[config.mk]
export PLATFORM = sky130hd
export DESIGN_NAME = memmap_decoder
export DESIGN_NICKNAME = d
export VERILOG_FILES = /design/src/rtl/memmap_pkg.sv /design/src/rtl/memmap_ctrl.sv /design/src/rtl/memmap_data.sv /design/src/rtl/memmap_decoder.sv
export SDC_FILE = /design/constraint.sdc
export NUM_CORES = 1
export LEC_CHECK = 0
export ABC_AREA = 1
export BUFFER_PORTS_ARGS = -buffer_cell sky130_fd_sc_hd__buf_4
export CAP_MARGIN = 20
export CORE_MARGIN = 2
export CORE_UTILIZATION = 44
export DETAILED_ROUTE_END_ITERATION = 7
export GPL_TIMING_DRIVEN = 0
export PLACE_DENSITY = 0.84
export SLEW_MARGIN = 40
export SYNTH_ARGS = -nofsm -noshare
export SYNTH_HDL_FRONTEND = slang
export SYNTH_SLANG_ARGS = --single-unit
[constraint.sdc]
create_clock -name clk -period 3.7 [get_ports clk]
set_input_delay 0.555 -clock clk [delete_from_list [all_inputs] [get_ports clk]]
set_output_delay 0.555 -clock clk [all_outputs]
set_load 0.02 [all_outputs]
[src/rtl/memmap_pkg.sv]
package memmap_pkg;
  localparam int NUM_TGT   = 7;
  localparam int TGT_CART  = 0;
  localparam int TGT_VIDEO = 1;
  localparam int TGT_WRAM  = 2;
  localparam int TGT_BOOT  = 3;
  localparam int TGT_IO    = 4;
  localparam int TGT_HRAM  = 5;
  localparam int TGT_LOCAL = 6;

  // strobes from the decode control to the state/datapath
  typedef struct packed {
    logic bootOff;
    logic bankWr;
    logic rdBoot;
    logic rdBank;
    logic unmappedHit;
  } mapStb_t;
endpackage

[src/rtl/memmap_ctrl.sv]
module memmap_ctrl
  import memmap_pkg::*;
(
  input  logic               clk,
  input  logic               rstN,
  input  logic               colorMode,
  input  logic               bootActive,
  input  logic [15:0]        busAddr,
  input  logic               busRd,
  input  logic               busWr,
  input  logic [7:0]         busWdata,
  output logic [NUM_TGT-1:0] targetSel,
  output mapStb_t            stb
);
  logic       access;
  logic [7:0] lo;
  logic       ioPage;
  int         tgtIdx;
  logic       undecoded;

  assign access = busRd | busWr;
  assign lo     = busAddr[7:0];
  assign ioPage = (busAddr[15:8] == 8'hFF);

  always_comb begin
    tgtIdx    = TGT_LOCAL;
    undecoded = 1'b0;
    if (busAddr <= 16'h7FFF) begin
      if (busRd && bootActive &&
          (busAddr[15:8] == 8'h00 ||
           (colorMode && busAddr >= 16'h0200 && busAddr <= 16'h08FF)))
        tgtIdx = TGT_BOOT;
      else
        tgtIdx = TGT_CART;
    end else if (busAddr <= 16'h9FFF) tgtIdx = TGT_VIDEO;
    else if (busAddr <= 16'hBFFF)     tgtIdx = TGT_CART;
    else if (busAddr <= 16'hFDFF)     tgtIdx = TGT_WRAM;
    else if (busAddr <= 16'hFE9F)     tgtIdx = TGT_VIDEO;
    else if (!ioPage)                 tgtIdx = TGT_LOCAL;
    else if (lo == 8'hFF)             tgtIdx = TGT_IO;
    else if (lo >= 8'h80)             tgtIdx = TGT_HRAM;
    else if (lo inside {[8'h00:8'h02], [8'h04:8'h07], 8'h0F, [8'h10:8'h26],
                        [8'h30:8'h3F], 8'h46, 8'h4C, 8'h4D, [8'h51:8'h55]})
      tgtIdx = TGT_IO;
    else if (lo inside {[8'h40:8'h45], [8'h47:8'h4B], 8'h4F, [8'h68:8'h6B]})
      tgtIdx = TGT_VIDEO;
    else if (lo inside {8'h50, 8'h56, 8'h70})
      tgtIdx = TGT_LOCAL;
    else begin
      tgtIdx    = TGT_LOCAL;
      undecoded = 1'b1;
    end
  end

  always_comb begin
    for (int i = 0; i < NUM_TGT; i++)
      targetSel[i] = access && (tgtIdx == i);
  end

  always_comb begin
    stb.bootOff     = busWr && ioPage && lo == 8'h50 && busWdata != 8'h00;
    stb.bankWr      = busWr && ioPage && lo == 8'h70;
    stb.rdBoot      = ioPage && lo == 8'h50;
    stb.rdBank      = ioPage && lo == 8'h70;
    stb.unmappedHit = access && undecoded;
  end


  onehot_sel_chk: assert property (@(posedge clk) disable iff (!rstN)
    access |-> $onehot(targetSel));

  idle_sel_chk: assert property (@(posedge clk) disable iff (!rstN)
    !access |-> targetSel == '0);

  unmapped_local_chk: assert property (@(posedge clk) disable iff (!rstN)
    stb.unmappedHit |-> targetSel[TGT_LOCAL]);

  boot_rd_only_chk: assert property (@(posedge clk) disable iff (!rstN)
    busWr |-> !targetSel[TGT_BOOT]);
endmodule

[src/rtl/memmap_data.sv]
module memmap_data
  import memmap_pkg::*;
#(
  parameter int BANK_W  = 3,
  parameter int BOOT_AW = 12,
  localparam int WRAM_AW = 12 + BANK_W
)(
  input  logic               clk,
  input  logic               rstN,
  input  logic               colorMode,
  input  logic [15:0]        busAddr,
  input  logic [BANK_W-1:0]  bankData,
  input  mapStb_t            stb,
  output logic               bootActive,
  output logic [WRAM_AW-1:0] wramAddr,
  output logic [BOOT_AW-1:0] bootAddr,
  output logic [7:0]         localRdata,
  output logic               unmappedPulse
);
  logic [BANK_W-1:0] bank;
  logic [BANK_W-1:0] effBank;

  always_ff @(posedge clk) begin
    if (!rstN) begin
      bank          <= BANK_W'(1);
      bootActive    <= 1'b1;
      unmappedPulse <= 1'b0;
    end else begin
      if (stb.bankWr)
        bank <= (bankData == '0) ? BANK_W'(1) : bankData;
      if (stb.bootOff)
        bootActive <= 1'b0;
      unmappedPulse <= stb.unmappedHit;
    end
  end

  assign effBank = colorMode ? bank : BANK_W'(1);

  always_comb begin
    case (busAddr[15:12])
      4'hC:    wramAddr = {{BANK_W{1'b0}}, busAddr[11:0]};
      4'hD:    wramAddr = {effBank, busAddr[11:0]};
      default: wramAddr = {{(WRAM_AW-13){1'b0}}, busAddr[12:0]};
    endcase
  end

  assign bootAddr = BOOT_AW'(busAddr[11:0]);

  always_comb begin
    if (stb.rdBoot)      localRdata = {7'b0, ~bootActive};
    else if (stb.rdBank) localRdata = 8'hFF & {{(8-BANK_W){1'b1}}, bank};
    else                 localRdata = 8'hFF;
  end


  bank_nonzero_chk: assert property (@(posedge clk) disable iff (!rstN)
    bank != '0);

  bank_zero_map_chk: assert property (@(posedge clk) disable iff (!rstN)
    (stb.bankWr && bankData == '0) |=> bank == BANK_W'(1));

  boot_sticky_chk: assert property (@(posedge clk) disable iff (!rstN)
    !bootActive |=> !bootActive);

  echo_unbanked_chk: assert property (@(posedge clk) disable iff (!rstN)
    (busAddr >= 16'hE000 && busAddr <= 16'hFDFF) |-> wramAddr[WRAM_AW-1:13] == '0);
endmodule

[src/rtl/memmap_decoder.sv]
module memmap_decoder
  import memmap_pkg::*;
#(
  parameter int BANK_W  = 3,
  parameter int BOOT_AW = 12,
  localparam int WRAM_AW = 12 + BANK_W
)(
  input  logic               clk,
  input  logic               rstN,
  input  logic               colorMode,
  input  logic [15:0]        busAddr,
  input  logic               busRd,
  input  logic               busWr,
  input  logic [7:0]         busWdata,
  output logic [NUM_TGT-1:0] targetSel,
  output logic [WRAM_AW-1:0] wramAddr,
  output logic [BOOT_AW-1:0] bootAddr,
  output logic [7:0]         localRdata,
  output logic               unmappedPulse
);
  mapStb_t stb;
  logic    bootActive;

  memmap_ctrl u_ctrl (
    .clk(clk), .rstN(rstN), .colorMode(colorMode), .bootActive(bootActive),
    .busAddr(busAddr), .busRd(busRd), .busWr(busWr), .busWdata(busWdata),
    .targetSel(targetSel), .stb(stb)
  );

  memmap_data #(.BANK_W(BANK_W), .BOOT_AW(BOOT_AW)) u_data (
    .clk(clk), .rstN(rstN), .colorMode(colorMode), .busAddr(busAddr),
    .bankData(busWdata[BANK_W-1:0]), .stb(stb), .bootActive(bootActive),
    .wramAddr(wramAddr), .bootAddr(bootAddr), .localRdata(localRdata),
    .unmappedPulse(unmappedPulse)
  );
endmodule

==> results.md <==
* Post-CTS Setup Repair Bufs at 0
* YS warnings at 0
* Clock sinks at 5
* Die area at between 2000 and 3000 sq um
* Share of Yosys cell area claimed by the top area cell type at 0.202
* CTS root buf: clkbuf_4
* Critical Path Fanout Max at 6
* FP Rows at 17
* PortBufs at 68
* Final Critical Period at ~2500 ps
* Wirelength, routed at 2970 um
* Final #Nets at approximately 290
* Most common cell after layout, fill and taps aside: buf_4
* Biggest area consumer among synthesized cells: buf_4
* Die H at ~53 um
* Mapped Cells at 192
* Worst slew pin tran at 313 ps
* Clock Latency Late Sink at approximately 250 ps
* Drt wl/cell at about 10 um
* Synth Register Bits at 5
* Vias in the first global route at 1089
* Post-cts sizing count at 0
* Routed Antenna Nets at 0
* Initial Utilization at 0.477
* HP Class: input port to flip-flop
* Final setup viols at 0
* RSZ-0062 raised after global routing: false
* H-tree Lvls at 1
* Layout Area Growth over Synthesis at 53.1%
* Mean Syn Cell Area at around 5.6 sq um
* Detailed Routing Iterations Pass 1 at 4
* Slew Limit Fails at 0
* Iter 0 DRT Violations at 14
* GRT Resource Usage Total at 0.201
* Skew final at 0 ps
* Mapped Nets at 221
* Area of the multi-input gates at just over 600 sq um
* Final worst setup slack at ~1200 ps
* Ratio of cells with drive above 1 in the final layout at 0.458
* Post-route DRC at 0
* Peak VDD IR at about 140 uV
* Pwr Density at between 150 and 200 nW/um^2
* Final Hold Viols at 0
* Clock transition at path regs at approximately 50 ps
* Ranking of synthesized cells by area: buf_4 (20%), nand2_1 (13%), nor2_1 (10%)
* FILL cells at approximately 210
* Most frequent cells in the layout: buf_4 (97), nand2_1 (38), nor2_1 (30)
* Required time of the critical path at around 3100 ps
* Leakage Power at approximately 0.91 nW
* Post-synthesis cell type count at 27
* Clk buf depth at 2
* Max cap viols at 0
* Design Area, Final at 1650 sq um
* Total grt overflow at 0
* Setup CP Type: input port to output pin
* Die X-Extent at roughly 53 um
* Placed cell area at 1620 sq um
* First-pass GRT wire length at 4390 um
* Initial antenna violation count at 0
* TritonCTS clock tree: yes
* Via count at 1357
* Vias per Instance at around 4.6
* Core area at 2250 sq um
* Achievable Freq at between 0.3 and 0.4 GHz
* Critical path arrival at slightly below 2000 ps
* Status: complete, no violations
* Hold Buf Count CTS at 0
* DP Worst Slack at roughly 1200 ps
* # diodes at 0
* Register Area at 100 sq um
* Worst setup EP type: output pin
* Io pins at 72
* Slew margin rel. at 0.789
* Inserted Clock Buffers at 3
* Final cycle utilization of the critical path at 0.681
* Setup total negative slack at 0 ps
* Gpl congestion at about 0.90
* Sequential area share after synthesis at 0.0930
* Post-DP HPWL at 2550 um
* Largest net degree at the start of global routing at 10
* Startpoint type of the worst setup path: input port
* Final Power at about 260 uW
* Post-Syn Area at ~1100 sq um
-- worst max-delay path, cell delays in order --
cell     delay, ps
buf_4          130
inv_1          120
nand2_2         90
nor3_1         140
nor2_1          60
nand2_1         70
nand2_1         50
nor2_1         110
nand2_1         80
nand2_1         60
nand2_1         50
nand2_1         70
nand2_2         90
nor3_2         120
buf_4          160
-- cells by family (layout without fill, tap and decap cells) --
logic type / Yosys count / in the layout / synth area share
compound gates: 21 / 21 / 0.131
simple gates: 105 / 105 / 0.447
flops: 5 / 5 / 0.0930
buf+inv: 61 / 133 / 0.329
-- stage by stage --
step                cells   util  hold WS, ps
CTS                   292  0.731          504
global route          292  0.731          532
global placement      288  0.719          500
floorplan             192      -          461
finish                292  0.731          508
detailed placement    288  0.719          497
-- worst paths after layout --
| path | slack [ps] | end | startpoint | cells after the start |
|---|---|---|---|---|
| worst max register to register | 3030 | u_data.bank[1] | u_data.bank[1] | 2 |
| worst min register to register | 510 | u_data.bootActive | u_data.bootActive | 2 |
| worst min-delay path | 510 | u_data.bootActive | rstN | 2 |
| worst max-delay path | 1180 | targetSel[2] | busAddr[3] | 15 |
-- report_power, final --
part	internal, mW	total (mW)	switching (mW)
clock network	0.0409	0.0657	0.0248
registers	0.0540	0.0540	0.00000211
logic	0.0700	0.144	0.0741
total	0.165	0.264	0.0989
-- cell type report --
type                       count  share of cell area
inverter                      30              0.0691
tap                           28              0.0213
buffer                        31               0.146
multi-input combinational    126               0.377
sequential                     5              0.0607
clock buffer                   4              0.0159
timing repair buffer          68               0.310
-- flip-flops by register name (all words and copies together) (netlist names) --
name,cells
u_data.unmappedPulse,1
u_data.bootActive,1
u_data.bank,3
-- per-layer routing --
layer	track usage	part of all wire
met1	0.264	0.45
met2	0.348	0.49
met3	0.00282	0.050
met5	0	0
met4	0.0726	0.0098
-- cell usage after synthesis --
| cell type | number |
|---|---|
| a211oi_1 | 3 |
| a21boi_2 | 1 |
| a21oi_1 | 3 |
| buf_4 | 29 |
| buf_6 | 2 |
| clkinv_2 | 1 |
| dfxtp_1 | 5 |
| inv_1 | 24 |
| inv_2 | 5 |
| nand2_1 | 38 |
| nand2_2 | 3 |
| nand3_1 | 16 |
| nand3_2 | 3 |
| nand4_1 | 4 |
| nor2_1 | 30 |
| nor2_2 | 3 |
| nor3_1 | 3 |
| nor3_2 | 1 |
| nor3b_1 | 2 |
| nor4_1 | 2 |
| o211ai_1 | 3 |
| o21a_1 | 1 |
| o21ai_0 | 6 |
| o21ai_1 | 1 |
| o21ai_2 | 1 |
| o22ai_1 | 1 |
| o31ai_2 | 1 |
Power figures use the tool's default switching activity.
